File: src/rtl/cmdreg_pkg.sv
package cmdreg_pkg;
    parameter int CMD_W      = 22;
    parameter int CTRL_W     = 2;
    parameter int HOLD_CYC   = 2;
    localparam int HOLD_W    = $clog2(HOLD_CYC + 1);

    typedef logic [CMD_W-1:0]  cmd_t;
    typedef logic [CTRL_W-1:0] ctrl_t;
    typedef logic [HOLD_W-1:0] hold_t;

    typedef struct packed {
        ctrl_t cke;
        ctrl_t odt;
    } side_t;

    function automatic logic any_select(input logic [1:0] csn);
        return (csn != 2'b11);
    endfunction

    function automatic logic odd_mismatch(input cmd_t data, input logic par);
        return (^data) ^ par;
    endfunction
endpackage

File: src/rtl/cmdreg_gated.sv
module cmdreg_gated
    import cmdreg_pkg::*;
(
    input  logic  clk,
    input  logic  rst,
    input  logic  sel,
    input  logic  gate_en,
    input  cmd_t  cmd_d,
    input  side_t side_d,
    output cmd_t  cmd_q,
    output side_t side_q
);
    logic load_cmd;
    assign load_cmd = sel || !gate_en;

    always_ff @(posedge clk) begin
        if (rst) begin
            cmd_q <= '0;
        end else if (load_cmd) begin
            cmd_q <= cmd_d;
        end
    end

    always_ff @(posedge clk) begin
        if (rst) begin
            side_q <= '0;
        end else begin
            side_q <= side_d;
        end
    end


    a_r3_hold_when_gated: assert property (@(posedge clk) disable iff (rst)
        (!sel && gate_en) |=> $stable(cmd_q));

    a_r5_side_follows: assert property (@(posedge clk) disable iff (rst)
        1'b1 |=> (side_q == $past(side_d)));

    a_r2_cmd_loads: assert property (@(posedge clk) disable iff (rst)
        (sel || !gate_en) |=> (cmd_q == $past(cmd_d)));
endmodule

File: src/rtl/cmdreg_parity.sv
module cmdreg_parity
    import cmdreg_pkg::*;
(
    input  logic clk,
    input  logic rst,
    input  logic sel,
    input  cmd_t cmd_d,
    input  logic par,
    output logic err_n
);
    cmd_t  cmd_dly;
    logic  chk_vld;
    hold_t hold_cnt;
    logic  err_now;

    always_ff @(posedge clk) begin
        if (rst) begin
            cmd_dly <= '0;
            chk_vld <= 1'b0;
        end else begin
            cmd_dly <= cmd_d;
            chk_vld <= sel;
        end
    end

    assign err_now = chk_vld && odd_mismatch(cmd_dly, par);

    always_ff @(posedge clk) begin
        if (rst) begin
            hold_cnt <= '0;
        end else if (err_now) begin
            hold_cnt <= hold_t'(HOLD_CYC);
        end else if (hold_cnt != '0) begin
            hold_cnt <= hold_cnt - 1'b1;
        end
    end

    assign err_n = (hold_cnt == '0);


    a_r9_min_hold: assert property (@(posedge clk) disable iff (rst)
        $fell(err_n) |=> !err_n);
    a_r9_cnt_bound: assert property (@(posedge clk) disable iff (rst)
        hold_cnt <= hold_t'(HOLD_CYC));

    a_r8_idle_no_error: assert property (@(posedge clk) disable iff (rst)
        (!chk_vld && err_n) |=> err_n);

    a_r10_restart: assert property (@(posedge clk) disable iff (rst)
        err_now |=> (hold_cnt == hold_t'(HOLD_CYC)));
endmodule

File: src/rtl/cmdreg_top.sv
module cmdreg_top
    import cmdreg_pkg::*;
(
    input  logic        clk,
    input  logic        rst,
    input  logic [1:0]  cs_n,
    input  logic        gate_en,
    input  logic [21:0] cmd_in,
    input  logic [1:0]  cke_in,
    input  logic [1:0]  odt_in,
    input  logic        par_in,
    output logic [21:0] cmd_qa,
    output logic [21:0] cmd_qb,
    output logic [1:0]  cke_qa,
    output logic [1:0]  cke_qb,
    output logic [1:0]  odt_qa,
    output logic [1:0]  odt_qb,
    output logic        err_n
);
    localparam int COPIES = 2;

    logic  sel;
    cmd_t  cmd_r;
    side_t side_r;
    side_t side_in;
    cmd_t  cmd_copy  [COPIES];
    side_t side_copy [COPIES];

    assign sel          = any_select(cs_n);
    assign side_in.cke  = cke_in;
    assign side_in.odt  = odt_in;

    cmdreg_gated u_reg (
        .clk     (clk),
        .rst     (rst),
        .sel     (sel),
        .gate_en (gate_en),
        .cmd_d   (cmd_in),
        .side_d  (side_in),
        .cmd_q   (cmd_r),
        .side_q  (side_r)
    );

    cmdreg_parity u_par (
        .clk   (clk),
        .rst   (rst),
        .sel   (sel),
        .cmd_d (cmd_in),
        .par   (par_in),
        .err_n (err_n)
    );

    for (genvar c = 0; c < COPIES; c++) begin : g_fanout
        assign cmd_copy[c]  = cmd_r;
        assign side_copy[c] = side_r;
    end

    assign cmd_qa = cmd_copy[0];
    assign cmd_qb = cmd_copy[1];
    assign cke_qa = side_copy[0].cke;
    assign cke_qb = side_copy[1].cke;
    assign odt_qa = side_copy[0].odt;
    assign odt_qb = side_copy[1].odt;


    a_r1_reset_clears: assert property (@(posedge clk)
        rst |=> (err_n && cmd_qa == '0 && cke_qa == '0 && odt_qa == '0));
endmodule

File: config.mk
export PLATFORM = sky130hd
export DESIGN_NAME = cmdreg_top
export DESIGN_NICKNAME = d
export VERILOG_FILES = /design/src/rtl/cmdreg_pkg.sv /design/src/rtl/cmdreg_gated.sv /design/src/rtl/cmdreg_parity.sv /design/src/rtl/cmdreg_top.sv
export SDC_FILE = /design/constraint.sdc
export NUM_CORES = 1
export LEC_CHECK = 0
export ABC_AREA = 1
export BUFFER_PORTS_ARGS = -buffer_cell sky130_fd_sc_hd__buf_2
export CAP_MARGIN = 20
export CORE_UTILIZATION = 50
export CTS_BUF_LIST = sky130_fd_sc_hd__clkbuf_4
export DETAILED_ROUTE_END_ITERATION = 16
export PLACE_DENSITY = 0.79
export REMOVE_ABC_BUFFERS = 1
export SLEW_MARGIN = 10
export SYNTH_ARGS = -nofsm -noshare
export SYNTH_HDL_FRONTEND = slang
export SYNTH_SLANG_ARGS = --single-unit
export TNS_END_PERCENT = 30
File: constraint.sdc
create_clock -name clk -period 1.45 [get_ports clk]
set_input_delay 0.2175 -clock clk [delete_from_list [all_inputs] [get_ports clk]]
set_output_delay 0.2175 -clock clk [all_outputs]
set_load 0.02 [all_outputs]
# Word-level counts from Yosys, hierarchy flattened
# Cells that the tools add are included.
# classes
n_addsub	1
eq_ne	1
mux	2
n_bitwise	1
reduce_logical	8
# ops
op	n
$reduce_xor A22 Y1	1
$mux W2	2
$reduce_bool A2 Y1	2
$logic_not A2 Y1	1
$ne A2 B2 Y1 const B	1
$reduce_or A2 Y1	1
$sub A2 B1 Y2 const B	1
$logic_and A1 B1 Y1	1
$logic_not A1 Y1	1
$logic_or A1 B1 Y1	1
$xor A1 B1 Y1	1
# word_totals
register_bits	51
inputBits	32
out_inout_bits	53
word_cells	20

# Logic depth before layout (Yosys ltp)
# Gate-level depths: netlist of run 1.
# depth
depth_word	4
depth_mapped	14
depth_no_buf	14

# Hierarchy
# From an unflattened synthesis of run 1, not the netlist that was laid out.
# hier_totals
cells_unflattened	354
hier_area_um2	2404.8
# by_module_without_submodules
module	n_inst	cells_per_inst	area_per_inst_um2
cmdreg_parity	1	171	1147.4
cmdreg_gated	1	156	1058.5
cmdreg_top	1	27	198.9

# Worst setup path after synthesis of run 1
# No wires, ideal clock.
# synth_path
path_kind	register -> register
start	register u_par.cmd_dly[1]
end	register u_par.hold_cnt[0]
t_arrival_ns	1.086
slack_ns	0.249
stages_incl_launch_ff	9
n_path_buf	0
path_cell_list	dfxtp_1 > xnor2_1 > and2_0 > nor2_1 > nand3_1 > nand2_1 > nand2_1 > nand3_1 > and2_1
# synth_between
elab_chain_len	4
# synth_lines
element	line	text
from (decl)	cmdreg_parity.sv:11	cmd_t cmd_dly;
from (signal assigned)	cmdreg_parity.sv:21	cmd_dly <= cmd_d;
$reduce_xor A22 Y1	cmdreg_pkg.sv:21	return (^data) ^ par;
$xor A1 B1 Y1	cmdreg_pkg.sv:21	
$logic_and A1 B1 Y1	cmdreg_parity.sv:26	assign err_now = chk_vld && odd_mismatch(cmd_dly, par);
$reduce_or A2 Y1 (no source line)	--	
to (signal assigned)	cmdreg_parity.sv:32	hold_cnt <= hold_t'(HOLD_CYC);
to (signal assigned)	cmdreg_parity.sv:34	hold_cnt <= hold_cnt - 1'b1;
to (decl)	cmdreg_parity.sv:13	hold_t hold_cnt;
# No other way between the ends.
# A chain may end at the register's enable or synchronous reset.

# Worst setup path in the final report of run 1
# layout_path
start	register u_par.cmd_dly[14]
end	register u_par.hold_cnt[0]
# Same word-level chain as after synthesis.

==> run_results.csv, run 1 <==
group,metric,value,unit
synthesis,yosys-top-cells-count,"nand2_1, dfxtp_1, inv_1",
placed_design,dp_hpwl,2690,um
global_route,antenna_found_initial,0,
route,first_pass_iters,4,
clock_network,clock_sinks,51,
clock_network,postCtsSetupBuffers,0,
final_layout,area_growth,17.5,%
final_layout,fillers,361,
route,drtAntennaViolNets,0,
timing,setup_viol,0,
final_layout,final_cell_area,2490,um2
synthesis,synth.area.top_cells,"dfxtp_1, nand2_1, buf_4, inv_1, a21oi_1",
final_layout,diodes,0,
global_route,grt_overflow,0,
worst_setup_path,worst_setup_path_end_kind,"flop",
synthesis,synth-edff-count,0,
route,drtIter0Drc,62,
clock_network,htreeDepth,2,
synthesis,synthCells,285,
placed_design,placed_area,2400,um2
worst_setup_path,crit_required,1710,ps
timing,fmax,775,MHz
timing,period_minus_slack,1290,ps
synthesis,synth.distinct_cells,14,
global_route,grt_pass1_wl,5710,um
clock_network,clk_pin_slew,140,ps
floorplan,die_area,4500,um2
timing,period_share,89.0,%
status,outcome,"finished clean",
synthesis,yosysMostFrequentCell,"nand2_1",
synthesis,syn_area,2120,um2
clock_network,numCtsBuffers,5,
worst_setup_path,crit_path_max_fanout,3,
final_layout,fin_util,61.8,%
timing,final_max_slew_viol_count,0,
placed_design,place_congestion,0.727,
route,post_drt_via_cell_ratio,4.49,
synthesis,syn_area_per_cell,7.43,um2
route,vias,1771,
global_route,grt_start_max_net_pins,45,
clock_network,cts_tree,"built",
route,finalWirelength,3770,um
clock_network,cts_resized,0,
clock_network,ctsHoldBuffers,0,
pwr,p_per_area,1100,nW/um2
floorplan,fp.dieH,67.1,um
floorplan,fp-row-count,23,
synthesis,ys.flop_type,"dfxtp_1",
synthesis,synth_top_area_cell,"dfxtp_1",
worst_setup_path,crit_type,"flop to flop",
route,routedWlPerCell,9.56,um
timing,clock_skew,5.00,ps
timing,holdWs,44.4,ps
synthesis,yosys_warnings,0,
synthesis,yosysSeqAreaShare,48.2,%
final_layout,layout-drive-gt1-share,30.5,%
timing,finalHoldViolCount,0,
worst_setup_path,critPathArrivalTime,1550,ps
synthesis,synth_top_area_share,48.2,%
final_layout,nets,375,
global_route,first_global_vias,1425,
route,drc,0,
flow_run,maxCapViolCount,0,
floorplan,pin_count,85,
placed_design,place.port_buffers,84,
global_route,track_usage,16.9,%
pwr,peakVddDrop,0.000803,V
worst_hold_path,hold_path.class,"primary input to flop",
timing,worst_pin_slew,533,ps
floorplan,start_util,52.6,%
pwr,p_leak,1.40,nW
timing,tns,0,ps
floorplan,die_w,67.1,um
clock_network,clock_path_buffers,2,
synthesis,ys_ff_latch,51,
timing,max-slew-margin-rel,64.4,%
clock_network,root_buffer,"clkbuf_4",
worst_setup_path,startpoint_type,"flop",
floorplan,design.core.area,4030,um2
synthesis,postSynth.asyncResetShare,0,%
clock_network,clock_latency,350,ps
-- sequential cells by signal, indices dropped and copies added (netlist names) --
name	flops
u_par.chk_vld	1
u_reg.cmd_q	22
u_reg.side_q	4
u_par.hold_cnt	2
u_par.cmd_dly	22
-- path summary, 6_finish.rpt --
kind / from / end / slack (ps) / depth (start not counted)
max: u_par.cmd_dly[14] / u_par.hold_cnt[0] / 160 / 9
max reg2reg: u_par.cmd_dly[14] / u_par.hold_cnt[0] / 160 / 9
min reg2reg: u_par.hold_cnt[1] / u_par.hold_cnt[1] / 470 / 2
min: cs_n[1] / u_par.chk_vld / 40 / 2
-- report_power, final --
part	switching (mW)	internal (mW)	total, mW
clock	0.418	0.207	0.625
sequential	0.0520	1.49	1.54
combinational	0.354	0.210	0.564
total	0.824	1.91	2.73
-- critical path: stages, from the launching register on --
cell and delay [ps]:
dfxtp_2 360, xor2_1 140, nand2_1 140, nand2_2 100, nand2_1 70, nand3_1 80
nand2_1 50, nand2_1 50, nand3_1 80, and2_1 140
-- per-stage QoR --
step                      cells  total power [mW]  setup slack [ps]
final                       394              2.73               159
after global routing        394              2.90             -21.4
after CTS                   394              2.75               130
after detailed placement    386              2.13               144
after global placement      386              2.11               185
after floorplan             250              1.93              7.22
-- kinds of logic (layout without fill, tap and decap cells) --
| kind of cell | after synthesis | after routing | synth area share, % |
|---|---|---|---|
| AOI/OAI and AO/OA | 46 | 46 | 10.9 |
| xor gates and xnor gates | 9 | 9 | 3.72 |
| buffers and inverters | 78 | 137 | 18.4 |
| DFF | 51 | 51 | 48.2 |
| and+or+nand+nor | 101 | 101 | 18.8 |
-- placed cells by master (no fill, tap or decap), types with 2 or more instances in the layout --
cell | netlist | layout
a21oi_1 | 24 | 24
buf_2 | 0 | 84
clkbuf_4 | 0 | 6
dfxtp_1 | 51 | 46
dfxtp_2 | 0 | 5
inv_1 | 43 | 43
nand2_1 | 59 | 56
nand2_2 | 0 | 3
nand3_1 | 10 | 8
nand3_2 | 0 | 2
nor2_1 | 29 | 29
o21ai_0 | 22 | 22
xnor2_1 | 5 | 4
xor2_1 | 4 | 4
-- routing by layer --
metal	vias up	GRT usage, %	part of all wire [%]
met1	777	20.1	45
met4	0	7.98	1.3
met3	4	3.60	3.2
met2	33	28.6	51
met5	-	0	0
li1	957	-	-
-- layout make-up --
cell class / instances / area, um2 / share of cell area [%]
multi-input cells: 156 / 732 / 29.4
clock inverters: 2 / 12.5 / 0.503
flip-flops and latches: 51 / 1030 / 41.3
well taps: 50 / 62.6 / 2.51
clock buffers: 6 / 45.0 / 1.81
inverters: 43 / 161 / 6.49
repair buffers: 86 / 448 / 18.0
No activity file was read; power rests on OpenSTA's default activity.
==> run 2, diff against run 1 <==
Settings changed: CAP_MARGIN 20 to 25, SETUP_SLACK_MARGIN set to 0.2.
Clock period 1.45 ns to 1.3 ns, I/O delays scaled along.
==> run 2 against run 1 <==
First-iteration DRC count shrank 13%. Via count grew 2.2%. Highest routed layer unchanged. Combinational power grew 29%. Fmax shrank 7.1%. The run now ends with setup timing left.
==> run_results.csv, run 2 (synthesis gave the netlist of run 1 again) <==
group,metric,value,unit
placed_design,pre_cts_ws,14.5,ps
clock_network,htreeDepth,2,
pwr,p_comb_share,23.4,%
pwr,p_clk_share,20.7,%
timing,finalHoldViolCount,0,
global_route,grt_start_max_net_pins,45,
worst_setup_path,crit_top_cell,"nand2_2",
worst_setup_path,critPathArrivalTime,1650,ps
timing,period_minus_slack,1390,ps
worst_hold_path,hold_depth,3,
placed_design,place_congestion,0.690,
pwr,p_per_area,1150,nW/um2
status,violations,"setup timing",
timing,clock_skew,2.94,ps
clock_network,clock_path_buffers,2,
worst_setup_path,rr_worst_depth,9,
floorplan,fp-row-count,23,
floorplan,fp.dieH,67.1,um
worst_setup_path,cp_slowest_cell,"dfxtp_2",
worst_setup_path,startpoint_type,"flop",
floorplan,start_util,52.6,%
timing,tns,-111,ps
clock_network,cts_tree,"built",
pwr,peakVddDrop,0.000741,V
worst_setup_path,crit_type,"flop to flop",
route,first_pass_iters,4,
global_route,first_global_vias,1465,
route,finalWirelength,4250,um
route,drtAntennaViolNets,0,
route,routedWlPerCell,10.8,um
flow_run,maxCapViolCount,0,
placed_design,place.port_buffers,84,
clock_network,root_buffer,"clkbuf_4",
floorplan,pin_count,85,
pwr,p_sw_share,30.4,%
global_route,grt_overflow,0,
final_layout,fin_util,67.1,%
pwr,total_power,3.12,mW
pwr,p_int,2.17,mW
worst_setup_path,crit_path_max_fanout,3,
worst_setup_path,cp_top_family,"simple AND/OR/NAND/NOR gates",
worst_setup_path,crit_required,1560,ps
route,post_drt_via_cell_ratio,4.58,
timing,fmax,720,MHz
global_route,grt_pass1_wl,6110,um
worst_setup_path,cp_num_buf_inv,0,
worst_setup_path,cp_cell_sequence,"xor2_1 -> nand2_2 -> nand2_2 -> nand2_2 -> nand3_1 -> nand2_1 -> nand2_1 -> nand3_2 -> and2_1",
floorplan,design.core.area,4030,um2
clock_network,clock_latency,350,ps
status,outcome,"complete, but fails checks",
timing,setup_slack,-89.0,ps
final_layout,diodes,0,
clock_network,clock_sinks,51,
timing,grt_setup_unrepaired,"yes",
worst_setup_path,cp.depth,9,
floorplan,die_w,67.1,um
final_layout,layout_commonest_cell,"nand2_1",
worst_setup_path,slowest_delay,380,ps
clock_network,postCtsSetupBuffers,0,
global_route,track_usage,18.0,%
final_layout,final_cell_mix,"nand2_1, buf_2, inv_1",
pwr,p_leak,1.45,nW
pwr,power_frac_seq,56.0,%
final_layout,reg_top3,"u_par.cmd_dly: 22 flops, u_reg.cmd_q: 22 flops, u_reg.side_q: 4 flops",
pwr,p_switching,0.947,mW
final_layout,area_growth,27.6,%
global_route,antenna_found_initial,0,
timing,period_share,107,%
clock_network,numCtsBuffers,5,
timing,max-slew-margin-rel,65.0,%
worst_hold_path,hold_path.class,"primary input to flop",
route,drtIter0Drc,54,
clock_network,clk_pin_slew,130,ps
floorplan,die_area,4500,um2
placed_design,dp_hpwl,2850,um
route,drc,0,
timing,setup_viol,2,
worst_setup_path,worst_setup_path_end_kind,"flop",
timing,holdWs,32.8,ps
route,vias,1810,
timing,final_max_slew_viol_count,0,
final_layout,layout-drive-gt1-share,43.8,%
timing,worst_pin_slew,525,ps
final_layout,nets,377,
## run 2: changes by cell type in the layout (fill, tap and decap cells not counted), moves of 3 or more
cell / change
dfxtp_2: +31
buf_4: +37
inv_1: -3
buf_6: +3
inv_2: +3
buf_2: -40
nand2_2: +7
dfxtp_1: -32
nand2_1: -7
xnor2_1: -3
xnor2_2: +3
## run 2: tightest hold or removal path: stages
cell and delay, ps:
buf_2 90, inv_1 40, nor2_1 30
## run 2: final cells by class
type / count / area, um2
clock buffers: 5 / 37.5
repair buffers: 88 / 579
fillers: 341 / 1330
inverters: 43 / 161
clock inverters: 2 / 8.76
multi-input cells: 156 / 783
well taps: 50 / 62.6
flip-flops and latches: 51 / 1070
## run 2: path summary, 6_finish.rpt
| check | start | slack [ps] | endpoint |
|---|---|---|---|
| worst min-delay path | cke_in[0] | 30 | u_reg.side_q[2] |
| worst max-delay path | u_par.cmd_dly[15] | -90 | u_par.hold_cnt[0] |
| worst max register to register | u_par.cmd_dly[15] | -90 | u_par.hold_cnt[0] |
| worst min register to register | u_par.hold_cnt[1] | 490 | u_par.hold_cnt[1] |
## run 2: what timing repair did
| action | in CTS | in global routing |
|---|---|---|
| gates resized for setup | 20 | 83 |
| setup endpoints to repair | 20 | 53 |
| pin swaps | 4 | 14 |
| endpoints found under the hold margin | 1 | 1 |
| hold buffers | 1 | 1 |
## run 2: power groups by stage
stage                     clock, mW  combinational, mW  sequential [mW]
after floorplan                   0              0.263             1.89
after global placement            0              0.603             1.75
after detailed placement          0              0.622             1.75
after CTS                     0.676              0.642             1.73
after global routing          0.731              0.799             1.76
final                         0.645              0.729             1.75
## run 2: per-layer routing
layer  global-route usage, %  vias to the layer above  routed length (um)
met4                    5.59                        0                  59
met2                    30.8                       48                2190
met1                    21.8                      799                1830
met3                    4.62                        6                 178
li1                        -                      957                   -
met5                       0                        -                   0
## run 2: through the flow
step	instance area, um2	instances
finish	2700	395
global route	2700	395
CTS	2510	394
detailed placement	2400	386
global placement	2400	386
floorplan	1890	250
==> run 3, diff against run 2 <==
Settings changed: REMOVE_ABC_BUFFERS 1 to unset.
==> run 3 against run 2 <==
The run still ends with setup timing left. Cell count is 0.25% higher. Global-route usage is 1.4 points higher. Clock skew is 6.4 ps higher. Clock power is 72% higher. Flip-flop and latch count stayed put. Largest power group unchanged.
==> run_results.csv, run 3 (synthesis gave the netlist of run 1 again) <==
group,metric,value,unit
route,drtIter0Drc,78,
final_layout,diodes,0,
timing,period_minus_slack,1330,ps
worst_setup_path,crit_type,"flop to flop",
floorplan,die_w,67.1,um
worst_setup_path,crit_path_max_fanout,3,
route,vias,1872,
floorplan,fp-row-count,23,
timing,worst_pin_slew,261,ps
floorplan,start_util,52.6,%
worst_hold_path,hold_path.class,"primary input to flop",
pwr,p_per_area,1260,nW/um2
timing,max-slew-margin-rel,82.5,%
global_route,grt_start_max_net_pins,45,
worst_setup_path,startpoint_type,"flop",
final_layout,layout-drive-gt1-share,46.2,%
floorplan,fp.dieH,67.1,um
floorplan,design.core.area,4030,um2
final_layout,layout_commonest_cell,"nand2_1",
timing,grt_setup_unrepaired,"yes",
clock_network,htreeDepth,2,
placed_design,place_congestion,0.779,
timing,period_share,103,%
global_route,grt_overflow,0,
route,routedWlPerCell,12.0,um
global_route,grt_pass1_wl,6500,um
clock_network,postCtsSetupBuffers,0,
timing,clock_skew,9.34,ps
synthesis,syn_nets,317,
route,finalWirelength,4750,um
status,violations,"setup timing",
flow_run,maxCapViolCount,0,
clock_network,clk_pin_slew,150,ps
pwr,p_leak,1.50,nW
timing,final_max_slew_viol_count,0,
final_layout,fillers,317,
clock_network,clock_path_buffers,2,
final_layout,area_growth,36.0,%
global_route,antenna_found_initial,0,
global_route,first_global_vias,1527,
timing,holdWs,13.3,ps
final_layout,nets,377,
clock_network,ctsHoldBuffers,0,
status,outcome,"complete, but fails checks",
pwr,peakVddDrop,0.000825,V
route,post_drt_via_cell_ratio,4.73,
final_layout,reg_top3,"u_par.cmd_dly: 22 flops, u_reg.cmd_q: 22 flops, u_reg.side_q: 4 flops",
clock_network,clock_sinks,51,
timing,setup_viol,1,
worst_setup_path,crit_required,1570,ps
timing,fmax,750,MHz
clock_network,numCtsBuffers,5,
clock_network,root_buffer,"clkbuf_4",
worst_setup_path,worst_setup_path_end_kind,"flop",
final_layout,final_cell_mix,"nand2_1, inv_1, dfxtp_2",
clock_network,cts_tree,"built",
timing,setup_slack,-33.6,ps
route,first_pass_iters,4,
placed_design,dp_hpwl,2990,um
route,drc,0,
floorplan,pin_count,85,
route,drtAntennaViolNets,0,
timing,finalHoldViolCount,0,
placed_design,place.port_buffers,84,
worst_setup_path,critPathArrivalTime,1610,ps
clock_network,clock_latency,350,ps
floorplan,die_area,4500,um2
placed_design,pre_cts_ws,5.73,ps
global_route,track_usage,19.4,%
run 3: timing repair:
item,4_1_cts,5_1_grt
cloned,0,0
endpoints found under the setup margin,24,55
gates resized for setup,18,119
pin swaps,7,13
run 3: power breakdown:
group	total, mW	switching (mW)	internal (mW)
Combinational	0.772	0.428	0.345
Clock	1.11	0.485	0.621
Sequential	1.76	0.0850	1.67
run 3: routing by layer:
layer | routed length (um) | global-route usage (%)
met5 | 0 | 0
met4 | 42 | 5.32
met3 | 280 | 5.48
met2 | 2590 | 33.9
met1 | 1840 | 22.9
run 3: worst paths after layout:
kind | from | endpoint | slack, ps | depth (start not counted)
max | u_par.cmd_dly[8] | u_par.hold_cnt[0] | -30 | 9
max reg2reg | u_par.cmd_dly[8] | u_par.hold_cnt[0] | -30 | 9
min | cs_n[1] | u_par.chk_vld | 10 | 2
min reg2reg | u_par.chk_vld | u_par.hold_cnt[1] | 480 | 2
run 3: metrics by stage:
step                      util, %  instances  instance area [um2]  setup TNS (ps)  power (mW)
after detailed placement     60.5        388                 2440               0        2.39
after global placement       60.5        388                 2440               0        2.37
after CTS                    63.9        396                 2570           -3.07        3.49
after floorplan                 -        285                 2140               0        2.24
after global routing         71.5        396                 2880            -304        3.82
final                        71.5        396                 2880           -33.6        3.64
run 3: worst max-delay path, stage by stage, from the launching register on:
cell and delay, ps:
dfxtp_2 370, xor2_1 160, nand2_1 140, nand2_2 110, nand2_2 70, nand3_1 80, nand2_1 50, nand2_1 70
nand3_2 80, and2_4 130
run 3: cell type report:
cell class | instances | area, um2 | share of cell area (%)
Sequential cell | 51 | 1080 | 37.4
Clock buffer | 6 | 45.0 | 1.56
Timing Repair Buffer | 88 | 682 | 23.7
Tap cell | 50 | 62.6 | 2.17
Clock inverter | 2 | 60.1 | 2.08
Multi-Input combinational cell | 156 | 792 | 27.5
Inverter | 43 | 161 | 5.60
